<file path="config.mk">
export PLATFORM = sky130hd
export DESIGN_NAME = brc_unit
export DESIGN_NICKNAME = d
export VERILOG_FILES = /design/src/rtl/brc_pkg.sv /design/src/rtl/brc_operand_latch.sv /design/src/rtl/brc_relation_eval.sv /design/src/rtl/brc_target_calc.sv /design/src/rtl/brc_unit.sv
export SDC_FILE = /design/constraint.sdc
export NUM_CORES = 1
export LEC_CHECK = 0
export ABC_AREA = 1
export BUFFER_PORTS_ARGS = -buffer_cell sky130_fd_sc_hd__buf_2
export CORE_MARGIN = 2
export CORE_UTILIZATION = 45
export DETAILED_ROUTE_END_ITERATION = 8
export GPL_TIMING_DRIVEN = 0
export HOLD_SLACK_MARGIN = 0.15
export PLACE_DENSITY = 0.67
export SLEW_MARGIN = 10
export SYNTH_ARGS = -nofsm -noshare
export SYNTH_HDL_FRONTEND = slang
export SYNTH_HIERARCHICAL = 1
export SYNTH_SLANG_ARGS = --single-unit
</file>
<file path="constraint.sdc">
create_clock -name clk -period 3.25 [get_ports clk]
set_input_delay 0 -clock clk [delete_from_list [all_inputs] [get_ports clk]]
set_output_delay 0 -clock clk [all_outputs]
set_load 0.1 [all_outputs]
</file>
<file path="src/rtl/brc_pkg.sv">
package brc_pkg;

  localparam int INSN_W  = 16;
  localparam int COND_W  = 4;
  localparam int COND_LO = 10;
  localparam int DISP_W  = 10;
  localparam int NUM_REL = 10;
  localparam int NUM_CODES = 1 << COND_W;

  // Condition codes; the numbering is decoded from the branch word.
  typedef enum logic [COND_W-1:0] {
    REL_EQ  = 4'd0,
    REL_NE  = 4'd1,
    REL_SLT = 4'd2,
    REL_SGT = 4'd3,
    REL_ULT = 4'd4,
    REL_UGT = 4'd5,
    REL_SGE = 4'd6,
    REL_SLE = 4'd7,
    REL_UGE = 4'd8,
    REL_ULE = 4'd9
  } rel_e;

  // Map the three primitive comparisons onto one relation.
  function automatic logic rel_select(input rel_e r, input logic eq,
                                      input logic ult, input logic slt);
    logic res;
    case (r)
      REL_EQ:  res = eq;
      REL_NE:  res = !eq;
      REL_SLT: res = slt;
      REL_SGT: res = !slt && !eq;
      REL_ULT: res = ult;
      REL_UGT: res = !ult && !eq;
      REL_SGE: res = !slt;
      REL_SLE: res = slt || eq;
      REL_UGE: res = !ult;
      REL_ULE: res = ult || eq;
      default: res = 1'b0;
    endcase
    return res;
  endfunction

endpackage

</file>
<file path="src/rtl/brc_operand_latch.sv">
module brc_operand_latch #(
  parameter int DATA_W = 32
) (
  input  logic              clk,
  input  logic              rst_n,
  input  logic              cap_i,
  input  logic [DATA_W-1:0] a_i,
  input  logic [DATA_W-1:0] b_i,
  output logic [DATA_W-1:0] a_o,
  output logic [DATA_W-1:0] b_o
);

  logic [DATA_W-1:0] a_q, b_q, a_d, b_d;

  always_comb begin
    a_d = a_q;
    b_d = b_q;
    if (cap_i) begin
      a_d = a_i;
      b_d = b_i;
    end
  end

  always_ff @(posedge clk or negedge rst_n) begin
    if (!rst_n) begin
      a_q <= '0;
      b_q <= '0;
    end else if (cap_i) begin
      a_q <= a_d;
      b_q <= b_d;
    end
  end

  assign a_o = a_q;
  assign b_o = b_q;

  AST_OPND_HOLD: assert property (@(posedge clk) disable iff (!rst_n)
    !cap_i |=> ($stable(a_o) && $stable(b_o)));

  AST_OPND_CAPTURE: assert property (@(posedge clk) disable iff (!rst_n)
    cap_i |=> (a_o == $past(a_i) && b_o == $past(b_i)));

endmodule

</file>
<file path="src/rtl/brc_relation_eval.sv">
module brc_relation_eval
  import brc_pkg::*;
#(
  parameter int DATA_W = 32
) (
  input  logic [DATA_W-1:0] a_i,
  input  logic [DATA_W-1:0] b_i,
  input  logic [COND_W-1:0] code_i,
  output logic              hit_o,
  output logic              bad_o
);

  logic eq, ult, slt;
  logic [NUM_CODES-1:0] rel_vec;

  assign eq  = (a_i == b_i);
  assign ult = (a_i < b_i);
  assign slt = ($signed(a_i) < $signed(b_i));

  // One result per code; codes past the defined set read as false.
  for (genvar k = 0; k < NUM_CODES; k++) begin : g_rel
    if (k < NUM_REL) begin : g_def
      assign rel_vec[k] = rel_select(rel_e'(k), eq, ult, slt);
    end else begin : g_undef
      assign rel_vec[k] = 1'b0;
    end
  end

  assign bad_o = (code_i >= COND_W'(NUM_REL));
  assign hit_o = rel_vec[code_i];

endmodule

</file>
<file path="src/rtl/brc_target_calc.sv">
module brc_target_calc #(
  parameter int ADDR_W = 32,
  parameter int DISP_W = 10
) (
  input  logic [ADDR_W-1:0] pc_i,
  input  logic [DISP_W-1:0] disp_i,
  output logic [ADDR_W-1:0] seq_o,
  output logic [ADDR_W-1:0] tgt_o
);

  // Sign-extension width; ADDR_W must exceed DISP_W + 1.
  localparam int EXT_W = ADDR_W - DISP_W - 1;

  logic [ADDR_W-1:0] offset;

  assign offset = {{EXT_W{disp_i[DISP_W-1]}}, disp_i, 1'b0};
  assign seq_o  = pc_i + ADDR_W'(2);
  assign tgt_o  = seq_o + offset;

endmodule

</file>
<file path="src/rtl/brc_unit.sv">
module brc_unit
  import brc_pkg::*;
#(
  parameter int ADDR_W = 32,
  parameter int DATA_W = 32
) (
  input  logic              clk,
  input  logic              rst_n,
  input  logic [ADDR_W-1:0] pc_i,
  input  logic [15:0]       insn_i,
  input  logic              cmp_en_i,
  input  logic [DATA_W-1:0] cmp_a_i,
  input  logic [DATA_W-1:0] cmp_b_i,
  input  logic              br_valid_i,
  output logic [ADDR_W-1:0] next_pc_o,
  output logic              taken_o,
  output logic              illegal_o
);

  logic [DATA_W-1:0] opa, opb;
  logic [COND_W-1:0] code;
  logic              fire, hit, bad;
  logic [ADDR_W-1:0] seq_pc, tgt_pc;
  logic [ADDR_W-1:0] pc_q, pc_d;
  logic              tk_q, tk_d, il_q, il_d;

  assign fire = br_valid_i && (insn_i[INSN_W-1 -: 2] == 2'b11);
  assign code = insn_i[COND_LO +: COND_W];

  brc_operand_latch #(.DATA_W(DATA_W)) u_latch (
    .clk   (clk),
    .rst_n (rst_n),
    .cap_i (cmp_en_i),
    .a_i   (cmp_a_i),
    .b_i   (cmp_b_i),
    .a_o   (opa),
    .b_o   (opb)
  );

  brc_relation_eval #(.DATA_W(DATA_W)) u_eval (
    .a_i    (opa),
    .b_i    (opb),
    .code_i (code),
    .hit_o  (hit),
    .bad_o  (bad)
  );

  brc_target_calc #(.ADDR_W(ADDR_W), .DISP_W(DISP_W)) u_tgt (
    .pc_i   (pc_i),
    .disp_i (insn_i[DISP_W-1:0]),
    .seq_o  (seq_pc),
    .tgt_o  (tgt_pc)
  );

  always_comb begin
    pc_d = pc_q;
    tk_d = tk_q;
    il_d = il_q;
    if (fire) begin
      if (bad) begin
        pc_d = pc_i;
        tk_d = 1'b0;
        il_d = 1'b1;
      end else begin
        pc_d = hit ? tgt_pc : seq_pc;
        tk_d = hit;
        il_d = 1'b0;
      end
    end
  end

  always_ff @(posedge clk or negedge rst_n) begin
    if (!rst_n) begin
      pc_q <= '0;
      tk_q <= 1'b0;
      il_q <= 1'b0;
    end else if (fire) begin
      pc_q <= pc_d;
      tk_q <= tk_d;
      il_q <= il_d;
    end
  end

  assign next_pc_o = pc_q;
  assign taken_o   = tk_q;
  assign illegal_o = il_q;

  AST_IDLE_HOLD: assert property (@(posedge clk) disable iff (!rst_n)
    !(br_valid_i && insn_i[15:14] == 2'b11) |=>
      ($stable(next_pc_o) && $stable(taken_o) && $stable(illegal_o)));

  AST_BAD_CODE_PC: assert property (@(posedge clk) disable iff (!rst_n)
    (br_valid_i && insn_i[15:14] == 2'b11 && insn_i[13:10] >= 4'd10) |=>
      (illegal_o && !taken_o && next_pc_o == $past(pc_i)));

  AST_FALL_THROUGH: assert property (@(posedge clk) disable iff (!rst_n)
    (br_valid_i && insn_i[15:14] == 2'b11 && insn_i[13:10] < 4'd10) |=>
      (!illegal_o && (taken_o || next_pc_o == $past(pc_i) + ADDR_W'(2))));

  AST_FLAG_EXCL: assert property (@(posedge clk) disable iff (!rst_n)
    taken_o |-> !illegal_o);

  AST_EQ_TAKEN: assert property (@(posedge clk) disable iff (!rst_n)
    (fire && code == 4'd0 && opa == opb) |=> taken_o);

endmodule

</file>
; After elaboration in Yosys (flattened, before gate mapping)
; Cells that the tools add are included.
[totals]
ff_bits = 98
word_cells = 27
[op_classes]
eq_ne = 2
order_cmp = 4
mux = 6
n_reduce_logical = 8
n_addsub = 2
[op_table]
columns = op, count
row1 = $lt 32x32->1, 2
row2 = $mux 32, 2
row3 = $add 32x2->32 const B, 1
row4 = $add 32x32->32, 1
row5 = $eq 32x32->1, 1
row6 = $lt 4x5->1 const B, 1
row7 = $bmux 1 s4, 1
row8 = $ge 4x4->1 const B, 1
row9 = $logic_and 1x1->1, 3
row10 = $logic_not 1->1, 3
row11 = $mux 1, 3
row12 = $eq 2x2->1 const B, 1
row13 = $logic_or 1x1->1, 2

; Depth between registers and ports, before layout
[depth]
depth_word = 7
mapped_depth = 26
ltp_nobuf = 26

; Cells and area by module
; Netlist, hierarchy kept.
[modules_own_cells]
columns = mod, cells_per_inst, instances, area_each_um2, seq_area_each_um2
row1 = brc_target_calc, 604, 1, 3089.2, 0.0
row2 = brc_operand_latch, 270, 1, 2446.1, 1601.5
row3 = brc_unit, 319, 1, 2060.7, 850.8
row4 = brc_relation_eval, 167, 1, 999.7, 0.0

; Worst setup path after synthesis
; OpenSTA, ideal clock, no wires.
[synth_timing]
path_kind = reg2reg
startpoint = register u_latch.a_q[31], in the netlist u_latch/a_o[31]
endpoint = register pc_q[28], in the netlist next_pc_o[28]
setup_slack_ns = 0.867
path_buffers = 2
period_less_slack_ns = 2.383
t_required_ns = 3.130
arrival_time_ns = 2.263
stages_incl_launch_ff = 19
path_cell_list = dfrtp_1 ha_1 nand2_2 nor2_2 nand2_2 nor3b_2 nand2_1 nand2_1 inv_2 o31ai_1 inv_1 a21oi_1 a21oi_1 buf_4 buf_4 nand2_1 nand3_1 nand2_1 nand2_1
[synth_via]
elab_chain_len = 7
[synth_rtl]
columns = element, line_no
row1 = from (decl), brc_operand_latch.sv:13  ; logic [DATA_W-1:0] a_q, b_q, a_d, b_d;
row2 = from (signal assigned), brc_operand_latch.sv:26  ; a_q <= '0;
row3 = from (signal assigned), brc_operand_latch.sv:29  ; a_q <= a_d;
row4 = "$lt 32x32->1, or another cell as far along", brc_relation_eval.sv:18  ; assign slt = ($signed(a_i) < $signed(b_i));
row5 = "$logic_not 1->1, on equally long branches", n/a
row6 = "$logic_and 1x1->1, on equally long branches", "brc_pkg.sv:32, brc_pkg.sv:34"
row7 = $bmux 1 s4 (*), brc_relation_eval.sv:30  ; assign hit_o = rel_vec[code_i];
row8 = $mux 1 (implied by the code) (*), brc_relation_eval.sv:30
row9 = via hit, brc_unit.sv:22  ; logic fire, hit, bad;
row10 = $mux 32 (*), brc_unit.sv:65  ; pc_d = hit ? tgt_pc : seq_pc;
row11 = $mux 32 (*), brc_unit.sv:60  ; if (bad) begin
row12 = to (signal assigned), brc_unit.sv:78  ; pc_q <= pc_d;
row13 = to (decl), brc_unit.sv:24  ; logic [ADDR_W-1:0] pc_q, pc_d;
; Mark *: on every way through the listed nets, which the timed path passes. The rest lies on a longest branch. The select of a mux whose other input is x is not followed.
; A chain may end at the register's enable or synchronous reset.

; Final worst setup path
[layout_timing]
startpoint = input pc_i[9]
endpoint = register pc_q[31], in the netlist next_pc_o[31]
[layout_via]
elab_chain_len = 4
[layout_rtl]
columns = element, line_no
row1 = from (decl), brc_unit.sv:9  ; input logic [ADDR_W-1:0] pc_i,
row2 = $add 32x2->32, brc_target_calc.sv:17  ; assign seq_o = pc_i + ADDR_W'(2);
row3 = via seq_pc[21], brc_unit.sv:23  ; logic [ADDR_W-1:0] seq_pc, tgt_pc;
row4 = $add 32x32->32, brc_target_calc.sv:18  ; assign tgt_o = seq_o + offset;
row5 = via tgt_pc[31], brc_unit.sv:23
row6 = $mux 32, brc_unit.sv:65
row7 = $mux 32, brc_unit.sv:60
; The timed path passes the listed nets, and every way through them passes these cells.

==> results.ini <==
[outcome]
status=finished, final reports clean

[finish]
fin_cells=1871
area_growth_pct=31.9
utilization_pct=60.6
final_common_cell=nand2_1
drive_gt1_share_pct=17.5
fill_cells=1768
multi_input_area_um2=5520
mostFrequentLayoutCells=nand2_1 (621), buf_2 (157), inv_1 (153)
final-seq-area_um2=2450
finalNetCount=1814

[routing]
dr.max_layer_used=met4
viasPerCell=4.87
wl_met3_mm=1.51
wl_met1_mm=11.9
wl_met2_mm=13.1
firstDrtPassIters=7
drcViolationCount=0
vias=9116
avgRoutedWirePerCell_um=14.7
drtAntennaViolNets=0
drt-initial-drc-count=515
wirelength_mm=27.5

[worst_setup_path]
crit_path_start_kind=input port
critical_path_class=in -> reg
regToRegSetupSlack_ns=0.44
r2r-start=u_latch/a_o[27]
r2r_cells=20
crit_start=pc_i[9]
cp.required_ns=3.52
r2r-end=next_pc_o[16]
end_kind=flip-flop
crit_arrival_ns=3.39
cp_max_fo=6

[logic_synthesis]
synthesis.area_um2=8600
synth-seq-cells=98
syn_inst=1360
synthMuxAreaShare_pct=0
synth-xor-area-share_pct=4.26
syn-num-nets=1544
yosys_warnings=6
synth_top_family_by_area=simple AND/OR/NAND/NOR gates
synth-compound-area-share_pct=3.54
synthAdderAreaFrac_pct=9.99
avgSynthCellArea_um2=6.32
synth-simple-area-share_pct=43.2
ys_types=40
synth_seq_area_share_pct=28.5

[floorplanning]
num_io_pins=150
rows=50
initial_core_util_pct=46.0
fp.dieW_um=142
die_h_um=142
die_area_um2=20200
core_area_um2=18700

[sta]
setup_violations=0
clock_skew_ns=0.0121
max_freq_ghz=0.321
finalCritPeriodShare_pct=96.0
hold_viol=0
relSlewSlack_pct=49.7
period_minus_slack_ns=3.12
maxSlewViolCount=0
tightest_slew_ns=0.754

[clock_network]
htreeDepth=3
insertion_delay_ns=0.34
clkTransAtPathRegs_ns=0.07
numCtsBuffers=9
clk_path_buf_depth=2
cts_root_buf=clkbuf_16
cts.sinks=98
cts_tree=done

[global_route]
grt_max_degree=64
grt_antenna_before_repair=1
grt_pass1_wl_mm=42.8
first_global_vias=8835
grt.total_usage_pct=26.7
grt_overflow_total=0

[placement]
dpl.cell_count=1744
place_congestion=0.950
dp_hpwl_mm=20.6
port_buffers=149

[pwr]
ir_worst_vdd_uv=281
p_leak_uw=0.00646
power_uw=4710
p_per_area_nw_per_um2=415

[worst_hold_path]
hold_class=in -> async

[flow_run]
drv_cap=0

==> worst max-delay path by stage <==
stage	end	slack, ns
final	next_pc_o[31]	0.13
after global routing	next_pc_o[29]	-0.02
after CTS	next_pc_o[31]	0.02
after detailed placement	next_pc_o[25]	0.17
after global placement	next_pc_o[31]	0.20
after floorplan	next_pc_o[28]	0.87
==> per-stage QoR <==
stage	TNS (ns)	instance area (um2)	hold slack (ns)	setup WS, ns
3_5_place_dp	0	9660	-0.00323	0.169
4_1_cts	0	11000	0.154	0.0175
2_1_floorplan	0	8600	-0.296	0.867
5_1_grt	-0.0201	11300	0.187	-0.0195
6_report	0	11300	0.157	0.132
3_3_place_gp	0	9630	0.203	0.195
==> sequential cells by signal (all words and copies together) (netlist names) <==
signal / flops
illegal_o: 1
taken_o: 1
u_latch/b_o: 32
next_pc_o: 32
u_latch/a_o: 32
==> where the power goes <==
group / internal [uW] / switching (uW) / leakage (uW) / total (uW)
Sequential: 1380 / 90.2 / 0.00120 / 1470
Combinational: 625 / 1500 / 0.00511 / 2120
Clock: 612 / 506 / 0.000147 / 1120
Total: 2610 / 2090 / 0.00646 / 4710
==> cell families (layout without fill, tap and decap cells) <==
kind of cell,count (synthesis),in the layout
compound gates,53,53
xor+xnor,41,41
flops,98,98
fa+ha+maj,68,68
other cells,0,2
buf+inv,194,469
simple gates,906,906
==> metal layers <==
metal / vias to the layer above / GRT usage [%]
met3: 62 / 2.15
met5: - / 0
met1: 4077 / 34.7
li1: 4700 / -
met4: 0 / 11.0
met2: 277 / 46.0
==> timing repair <==
action,CTS,global route
buffers inserted,0,6
hold buffers,103,0
setup endpoints to repair,0,18
endpoints found under the hold margin,191,0
resized for setup,0,55
==> worst max-delay path, cell delays in order <==
cell           delay (ns)
dlygate4sd3_1        0.55
buf_2                0.15
nand2_1              0.09
nor2_1               0.23
nand4_1              0.24
nor3_2               0.25
xnor2_1              0.16
inv_1                0.10
ha_1                 0.40
nand2_2              0.13
nor3_2               0.18
nand2_1              0.09
nand2_1              0.10
nand2_1              0.06
nand2_1              0.11
inv_1                0.05
nand2_1              0.13
nand2_1              0.07
nand2_1              0.07
nand2_1              0.05
nand3_1              0.08
nand2_1              0.05
nand2_1              0.05
==> area by class of cell <==
type	count	share of cell area, %
clock inverters	7	0.794
multi-input cells	1068	48.7
well taps	234	2.58
diodes	2	0.0441
flip-flops and latches	98	21.6
clock buffers	9	1.99
repair buffers	259	16.4
inverters	158	5.25
plain buffers	36	2.67
==> cell usage after synthesis, drive strengths merged <==
master	instances	area, um2
nand2	640	2440
and2	2	12.5
o21a	3	22.5
ha	67	838
nand3	78	418
o21ai	7	35.0
xor2	34	298
nand3b	2	15.0
o31ai	1	7.51
or2	2	12.5
nor3	13	70.1
inv	158	596
nor3b	2	20.0
dfrtp	98	2450
clkbuf	7	86.3
nor2	151	631
fa	1	20.0
buf	29	216
xnor2	7	68.8
o21bai	3	22.5
a21oi	35	186
a21o	4	30.0
nand4	16	100
No activity file was read; power rests on OpenSTA's default activity.
